### src/rtl/orArrayPkg.sv
package orArrayPkg;
  localparam int OA_NUM_IN    = 10;
  localparam int OA_NUM_OUT   = 8;
  localparam int OA_SUM_TERMS = 7;
  localparam int OA_NUM_FB    = 6;
  localparam int OA_FB_BASE   = 1;

  typedef struct packed {
    logic wrTerm;   // store one connection word
    logic wrPol;    // store the inversion bits
    logic holdOff;  // force outputs disabled
  } oaStrobe_t;
endpackage

### src/rtl/orArrayCtrl.sv
module orArrayCtrl
  import orArrayPkg::*;
#(
  parameter int NUM_TERMS = 64,
  parameter int ADDR_W    = 7
) (
  input  logic              progMode,
  input  logic              cfgWr,
  input  logic [ADDR_W-1:0] cfgAddr,
  output oaStrobe_t         strobe
);
  logic termRange;
  logic polHit;

  always_comb begin
    termRange      = cfgAddr < ADDR_W'(NUM_TERMS);
    polHit         = cfgAddr == ADDR_W'(NUM_TERMS);
    strobe.wrTerm  = progMode & cfgWr & termRange;
    strobe.wrPol   = progMode & cfgWr & polHit;
    strobe.holdOff = progMode;
  end
endmodule

### src/rtl/orArrayCell.sv
module orArrayCell #(
  parameter int LIT_W     = 32,
  parameter int SUM_TERMS = 7
) (
  input  logic [LIT_W-1:0]              lits,
  input  logic [SUM_TERMS:0][LIT_W-1:0] termCfg,
  input  logic                          invert,
  output logic                          sumOut,
  output logic                          enOut
);
  logic [SUM_TERMS:0] termVal;

  // a term is 1 unless a connected literal is 0
  for (genvar k = 0; k <= SUM_TERMS; k++) begin : g_term
    assign termVal[k] = &(~termCfg[k] | lits);
  end

  assign sumOut = (|termVal[SUM_TERMS-1:0]) ^ invert;
  assign enOut  = termVal[SUM_TERMS];
endmodule

### src/rtl/orArrayDatapath.sv
module orArrayDatapath
  import orArrayPkg::*;
#(
  parameter int NUM_IN    = OA_NUM_IN,
  parameter int NUM_OUT   = OA_NUM_OUT,
  parameter int SUM_TERMS = OA_SUM_TERMS,
  parameter int NUM_FB    = OA_NUM_FB,
  parameter int FB_BASE   = OA_FB_BASE,
  localparam int TPO       = SUM_TERMS + 1,
  localparam int NUM_TERMS = NUM_OUT * TPO,
  localparam int ARRAY_IN  = NUM_IN + NUM_FB,
  localparam int LIT_W     = 2 * ARRAY_IN,
  localparam int ADDR_W    = $clog2(NUM_TERMS + 1),
  localparam int TERM_W    = $clog2(NUM_TERMS)
) (
  input  logic               clk,
  input  logic               rst,
  input  oaStrobe_t          strobe,
  input  logic [ADDR_W-1:0]  cfgAddr,
  input  logic [LIT_W-1:0]   cfgData,
  input  logic [NUM_IN-1:0]  dataIn,
  input  logic [NUM_FB-1:0]  padIn,
  output logic [NUM_OUT-1:0] outData,
  output logic [NUM_OUT-1:0] outEn
);
  logic [NUM_TERMS-1:0][LIT_W-1:0] fuseMap;
  logic [NUM_OUT-1:0]              invMap;
  logic [NUM_FB-1:0]               fbVal;
  logic [ARRAY_IN-1:0]             arrIn;
  logic [LIT_W-1:0]                lits;
  logic [NUM_OUT-1:0]              sumNext;
  logic [NUM_OUT-1:0]              enNext;

  // configuration store: blank means every literal connected
  always_ff @(posedge clk) begin
    if (rst) begin
      fuseMap <= '1;
      invMap  <= '0;
    end else begin
      if (strobe.wrTerm) fuseMap[cfgAddr[TERM_W-1:0]] <= cfgData;
      if (strobe.wrPol)  invMap <= cfgData[NUM_OUT-1:0];
    end
  end

  // feedback taken from the driven value or from the pin
  for (genvar i = 0; i < NUM_FB; i++) begin : g_fb
    assign fbVal[i] = outEn[FB_BASE+i] ? outData[FB_BASE+i] : padIn[i];
  end

  assign arrIn = {fbVal, dataIn};

  for (genvar j = 0; j < ARRAY_IN; j++) begin : g_lit
    assign lits[2*j]   = arrIn[j];
    assign lits[2*j+1] = ~arrIn[j];
  end

  for (genvar o = 0; o < NUM_OUT; o++) begin : g_cell
    orArrayCell #(
      .LIT_W    (LIT_W),
      .SUM_TERMS(SUM_TERMS)
    ) u_cell (
      .lits   (lits),
      .termCfg(fuseMap[o*TPO +: TPO]),
      .invert (invMap[o]),
      .sumOut (sumNext[o]),
      .enOut  (enNext[o])
    );
  end

  always_ff @(posedge clk) begin
    if (rst || strobe.holdOff) begin
      outEn   <= '0;
      outData <= '0;
    end else begin
      outEn   <= enNext;
      outData <= enNext & sumNext;
    end
  end
endmodule

### src/rtl/orArrayLogic.sv
module orArrayLogic
  import orArrayPkg::*;
#(
  parameter int NUM_IN    = OA_NUM_IN,
  parameter int NUM_OUT   = OA_NUM_OUT,
  parameter int SUM_TERMS = OA_SUM_TERMS,
  parameter int NUM_FB    = OA_NUM_FB,
  parameter int FB_BASE   = OA_FB_BASE,
  localparam int NUM_TERMS = NUM_OUT * (SUM_TERMS + 1),
  localparam int LIT_W     = 2 * (NUM_IN + NUM_FB),
  localparam int ADDR_W    = $clog2(NUM_TERMS + 1)
) (
  input  logic               clk,
  input  logic               rst,
  input  logic               progMode,
  input  logic               cfgWr,
  input  logic [ADDR_W-1:0]  cfgAddr,
  input  logic [LIT_W-1:0]   cfgData,
  input  logic [NUM_IN-1:0]  dataIn,
  input  logic [NUM_FB-1:0]  padIn,
  output logic [NUM_OUT-1:0] outData,
  output logic [NUM_OUT-1:0] outEn
);
  oaStrobe_t ctrlStrobe;

  orArrayCtrl #(
    .NUM_TERMS(NUM_TERMS),
    .ADDR_W   (ADDR_W)
  ) u_ctrl (
    .progMode(progMode),
    .cfgWr   (cfgWr),
    .cfgAddr (cfgAddr),
    .strobe  (ctrlStrobe)
  );

  orArrayDatapath #(
    .NUM_IN   (NUM_IN),
    .NUM_OUT  (NUM_OUT),
    .SUM_TERMS(SUM_TERMS),
    .NUM_FB   (NUM_FB),
    .FB_BASE  (FB_BASE)
  ) u_dp (
    .clk    (clk),
    .rst    (rst),
    .strobe (ctrlStrobe),
    .cfgAddr(cfgAddr),
    .cfgData(cfgData),
    .dataIn (dataIn),
    .padIn  (padIn),
    .outData(outData),
    .outEn  (outEn)
  );
endmodule

### config.mk
export PLATFORM = sky130hd
export DESIGN_NAME = orArrayLogic
export DESIGN_NICKNAME = d
export VERILOG_FILES = /design/src/rtl/orArrayPkg.sv /design/src/rtl/orArrayCtrl.sv /design/src/rtl/orArrayCell.sv /design/src/rtl/orArrayDatapath.sv /design/src/rtl/orArrayLogic.sv
export SDC_FILE = /design/constraint.sdc
export NUM_CORES = 2
export LEC_CHECK = 0
export BUFFER_PORTS_ARGS = -buffer_cell sky130_fd_sc_hd__buf_4
export CORE_AREA = 4 4 424 426
export CTS_CLUSTER_SIZE = 30
export DETAILED_ROUTE_END_ITERATION = 12
export DIE_AREA = 0 0 428 430
export GPL_TIMING_DRIVEN = 1
export PLACE_DENSITY = 0.76
export SYNTH_ARGS = -nofsm -noshare
export SYNTH_HDL_FRONTEND = slang
export SYNTH_SLANG_ARGS = --single-unit
### constraint.sdc
create_clock -name clk -period 2.6 [get_ports clk]
set_input_delay 0.13 -clock clk [delete_from_list [all_inputs] [get_ports clk]]
set_output_delay 0.13 -clock clk [all_outputs]
set_load 0.005 [all_outputs]
# == Word-level counts from Yosys, hierarchy flattened ==
# Cells that the tools add are included.
# W data, S select, Z words.
# word_totals
reg_bits,2072
out_inout_bits,16
# op_classes
magnitude_cmp,3
eq_ne,1
n_mux,9
bitwise_logic,156
n_reduce_logical,74
# ops
operator,count
$bwmux W2048,1
$not A32 Y32,64
$or A32 B32 Y32,64
$reduce_and A32 Y1,64
$demux W32 S6,1
$reduce_or A7 Y1,8
$mux W32,1
$not A1 Y1,16
$and A8 B8 Y8,1
$xor A1 B1 Y1,8
$eq A7 B7 Y1 const B,1
$lt A6 B7 Y1 const B,1
$lt A7 B7 Y1 const B,1
$ge A6 B1 Y1 const B,1
$mux W1,6
$and A1 B1 Y1,3
$logic_and A1 B1 Y1,1
$logic_or A1 B1 Y1,1

# == Depth between registers and ports, before layout ==
# logic_depth
word_depth,7
mapped_depth,10
mapped_depth_nobuf,7

# == Cells and area by module ==
# A second synthesis with hierarchy kept.
# unflattened
hier_cells,7391
area_unflattened_um2,80455.9
# by_module_without_submodules
module,instances,cells_per_inst,area_per_inst_um2
orArrayDatapath,1,5345,67121.9
orArrayCell,8,255,1661.6
orArrayCtrl,1,6,41.3

# == Least setup slack after synthesis ==
# No wires, ideal clock.
# synth_path
path_kind,register -> register
startpoint,reg u_dp.outEn[2]
endpoint,reg u_dp.outData[6]
setup_time_ns,0.060
arrival_ns,2.000
path_slack_ns,0.541
path_stages_with_launch,10
path_buffers,3
path_cell_list,dfxtp_1 mux2i_2 buf_6 buf_6 buf_2 mux2i_1 nand2_1 nor4_1 and4_1 and3b_1
# synth_between
elab_chain_cells,7
# synth_lines
element,line,source
from (decl),orArrayDatapath.sv:24,output logic [NUM_OUT-1:0] outEn
from (signal assigned),orArrayDatapath.sv:75,outEn <= enNext;
$mux W1 *,orArrayDatapath.sv:47,assign fbVal[i] = outEn[FB_BASE+i] ? outData[FB_BASE+i] : padIn[i];
$not A1 Y1,orArrayDatapath.sv:54,assign lits[2*j+1] = ~arrIn[j];
$or A32 B32 Y32,orArrayCell.sv:15,assign termVal[k] = &(~termCfg[k] | lits);
$reduce_and A32 Y1,orArrayCell.sv:15,
$reduce_or A7 Y1,orArrayCell.sv:18,assign sumOut = (|termVal[SUM_TERMS-1:0]) ^ invert;
$xor A1 B1 Y1,orArrayCell.sv:18,
$and A8 B8 Y8 *,orArrayDatapath.sv:76,outData <= enNext & sumNext;
to (signal assigned),orArrayDatapath.sv:76,
to (decl),orArrayDatapath.sv:23,"output logic [NUM_OUT-1:0] outData,"
# Mark *: on every way between the ends. The rest lies on a longest branch, timed or not.
# A chain may end at the register's enable or synchronous reset.

# == Worst setup path in the final report ==
# layout_path
startpoint,reg u_dp.outEn[3]
endpoint,reg u_dp.outData[1]
# The elaborated chain is that of the path after synthesis.

==> impl_metrics.py <==
metrics = {
    "detailed_routing": {
        "drt_wl_total_microns": 251000,
        "routedWlPerCell_microns": 23.2,
        "drt_iter0_drc": 5768,
        "vias_per_cell": 5.77,
        "num_vias": 62600,
        "drt_pre_antenna_iters": 6,
        "route.detailed.drc": 0,
        "antenna_left": 0,
    },
    "logic_synthesis": {
        "async_reset_ff_share_pct": 0,
        "synth_seq_cells": 2072,
        "synthTopCellsByArea": "dfxtp_1, mux2i_1, nand2_1",
        "syn_inst": 8523,
        "yosys_warnings": 0,
        "synth_cell_types": 33,
        "syn_area_sq_um": 87400,
        "synth-edff-count": 0,
        "ys.flop_type": "dfxtp_1",
        "yosysMostFrequentCell": "mux2i_1",
        "ys_seq_area_share_pct": 47.4,
        "synthTopCellsByCount": "mux2i_1, dfxtp_1, nand2_1, clkbuf_1",
        "synth_top_area_share_pct": 47.4,
        "syn_area_per_cell_sq_um": 10.3,
        "synth_nets": 8582,
        "yosys.area.top_type": "dfxtp_1",
    },
    "layout": {
        "syn2layout_area_growth_pct": 13.4,
        "utilization_pct": 56.4,
        "fill_cells": 14400,
        "drive_above_1_share_pct": 9.22,
        "nNetsFinal": 8377,
        "finish.instance_area_sq_um": 99100,
    },
    "clocking": {
        "clockBufferDepth": 3,
        "path_clk_slew_ns": 0.06,
        "clkSinkCount": 2072,
        "cts_max_level": 4,
        "cts_tree": "yes",
        "clkLatencyLatePin_ns": 0.85,
        "cts_root_buffer": "clkbuf_16",
        "cts_buffers": 206,
    },
    "global_routing": {
        "grt_max_degree": 221,
        "gr-total-overflow": 0,
        "first_global_vias": 62100,
        "grt_pass1_wl_microns": 379000,
        "antenna_found_initial": 6,
        "grt_usage_pct": 26.1,
    },
    "pwr": {
        "power.density_nw_per_um2": 666,
        "p_seq_share_pct": 48.2,
        "ir_drop_v": 0.000559,
        "switching_power_w": 0.0155,
        "power_leakage_nw": 35.6,
        "pwr-share-clk_pct": 46.6,
        "comb_power_share_pct": 5.2,
        "internal_power_w": 0.0505,
        "p_sw_share_pct": 23.5,
    },
    "worst_setup_path": {
        "cp_max_fo": 19,
        "cp-start-kind": "flip-flop",
        "crit_path_end_kind": "flip-flop",
        "crit_chain": "mux2i_4 > buf_12 > buf_4 > mux2i_1 > nand2_1 > nor4_1 > and4_1 > and3b_1",
        "cpMaxStageDelayCell": "nor4_1",
        "worstPathArrival_ns": 3.34,
        "crit_type": "flip-flop to flip-flop",
        "cp_data_required_time_ns": 3.40,
        "slowest_delay_ns": 0.40,
    },
    "floorplanning": {
        "initial_core_util_pct": 49.8,
        "die_area_sq_um": 184000,
        "row_count": 154,
        "core_area_sq_um": 176000,
        "die_height_microns": 430,
        "ios": 75,
        "die_x_microns": 428,
    },
    "job": {
        "max_cap_violations": 0,
    },
    "worst_hold_path": {
        "hp-class": "input port to flip-flop",
    },
    "placement": {
        "place_ws_ns": 0.104,
        "dpl_cell_area_sq_um": 91600,
        "io_buffers": 74,
        "routabilityCongestion": 0.855,
        "hpwl_microns": 149000,
    },
    "timing": {
        "fin_crit_sh_pct": 97.9,
        "drv_slew": 0,
        "fin_crit_ns": 2.55,
        "slew_headroom_pct": 24.8,
        "timing.setup.tns_ns": 0,
        "skew_ns": 0.0446,
        "setup_viol": 0,
        "clock.fmax_mhz": 393,
        "final-hold-violation-count": 0,
        "setup_ws_ns": 0.0546,
        "worst_pin_slew_ns": 1.13,
    },
    "outcome": {
        "status": "finished clean",
    },
}
-- stage by stage --
stage | hold slack [ns] | std cells | total power [W]
after CTS | 0.0447 | 10800 | 0.0662
after detailed placement | 0.455 | 10400 | 0.0358
final | 0.105 | 10800 | 0.0660
after floorplan | 0.414 | 8523 | 0.0343
after global routing | 0.0888 | 10800 | 0.0676
after global placement | 0.451 | 10400 | 0.0358
-- kinds of logic after synthesis --
| family | Yosys count | share of synthesized area (%) |
|---|---|---|
| and+or+nand+nor | 2562 | 13.1 |
| buffers and inverters | 795 | 4.39 |
| muxes | 2846 | 32.6 |
| AOI/OAI and AO/OA | 248 | 2.45 |
| DFF | 2072 | 47.4 |
-- layer usage --
| metal | routed length [microns] | vias to the layer above | global-route usage, % | part of all wire (%) |
|---|---|---|---|---|
| met5 | 0 | - | 0 | 0 |
| met4 | 10300 | 0 | 10.6 | 4.1 |
| met3 | 13200 | 514 | 3.41 | 5.3 |
| met2 | 120000 | 1865 | 44.6 | 48 |
| met1 | 108000 | 31300 | 33.3 | 43 |
| li1 | - | 28900 | - | - |
-- cells in the final DEF, fill, tap and decap left out, types with 7 or more instances in the layout --
| cell type | netlist | layout |
|---|---|---|
| mux2i_1 | 2845 | 2840 |
| dfxtp_1 | 2072 | 2072 |
| nand2_1 | 1824 | 1824 |
| nor2b_1 | 236 | 236 |
| a211o_1 | 236 | 236 |
| clkbuf_16 | 0 | 208 |
| buf_4 | 72 | 174 |
| buf_12 | 0 | 158 |
| and4_1 | 118 | 118 |
| nand3_1 | 117 | 117 |
| nand4_1 | 80 | 80 |
| nor2_4 | 0 | 64 |
| nor3_1 | 62 | 62 |
| clkinv_2 | 0 | 50 |
| clkbuf_8 | 0 | 47 |
| clkbuf_1 | 334 | 36 |
| dlygate4sd3_1 | 0 | 35 |
| bufinv_16 | 0 | 17 |
| nor2_1 | 55 | 12 |
| clkinvlp_4 | 0 | 10 |
| buf_6 | 32 | 10 |
| or3_1 | 9 | 9 |
| o21ai_1 | 8 | 8 |
| and3b_1 | 8 | 8 |
| nand3b_1 | 7 | 7 |
-- power by group through the flow --
stage,sequential [W],clock (W),combinational [W]
2_1_floorplan,0.0325,0,0.00180
3_3_place_gp,0.0325,0,0.00328
3_5_place_dp,0.0325,0,0.00330
4_1_cts,0.0318,0.0310,0.00335
5_1_grt,0.0318,0.0323,0.00345
6_report,0.0318,0.0308,0.00342
-- timing repair --
action | 4_1_cts | 5_1_grt
hold endpoints to repair | 894 | 0
resized for setup | 0 | 1
hold buffers | 35 | 0
buffers inserted | 0 | 1
setup endpoints to repair | 0 | 2
-- state kept, by name, indices dropped and copies added, names as in the netlist --
name / flops
u_dp.fuseMap: 2048
u_dp.invMap: 8
u_dp.outData: 8
u_dp.outEn: 8
-- worst max-delay path, delay by kind of cell, from the launching register on --
| kind | cells | cell delay [ns] |
|---|---|---|
| muxes | 2 | 0.59 |
| and+or+nand+nor | 4 | 0.95 |
| DFF | 1 | 0.39 |
| buffers and inverters | 2 | 0.53 |
-- worst paths after layout --
kind | from | endpoint | slack (ns) | depth (start not counted)
max | u_dp.outEn[3] | u_dp.outData[1] | 0.05 | 8
min | cfgAddr[1] | u_dp.fuseMap[1020] | 0.10 | 7
max reg2reg | u_dp.outEn[3] | u_dp.outData[1] | 0.05 | 8
min reg2reg | u_dp.fuseMap[1198] | u_dp.fuseMap[1198] | 0.47 | 2
-- area by class of cell --
cell class | count | area (sq um) | area share (%)
antenna | 6 | 15.0 | 0.0151
clock buffer | 289 | 5950 | 6.00
clock inverter | 98 | 1150 | 1.16
inverter | 3 | 18.8 | 0.0189
multi-input combinational | 5656 | 42600 | 43.0
sequential | 2072 | 41500 | 41.8
tap | 2340 | 2930 | 2.95
timing repair buffer | 379 | 4970 | 5.01
Note: power is estimated with default switching activity, not from simulation.
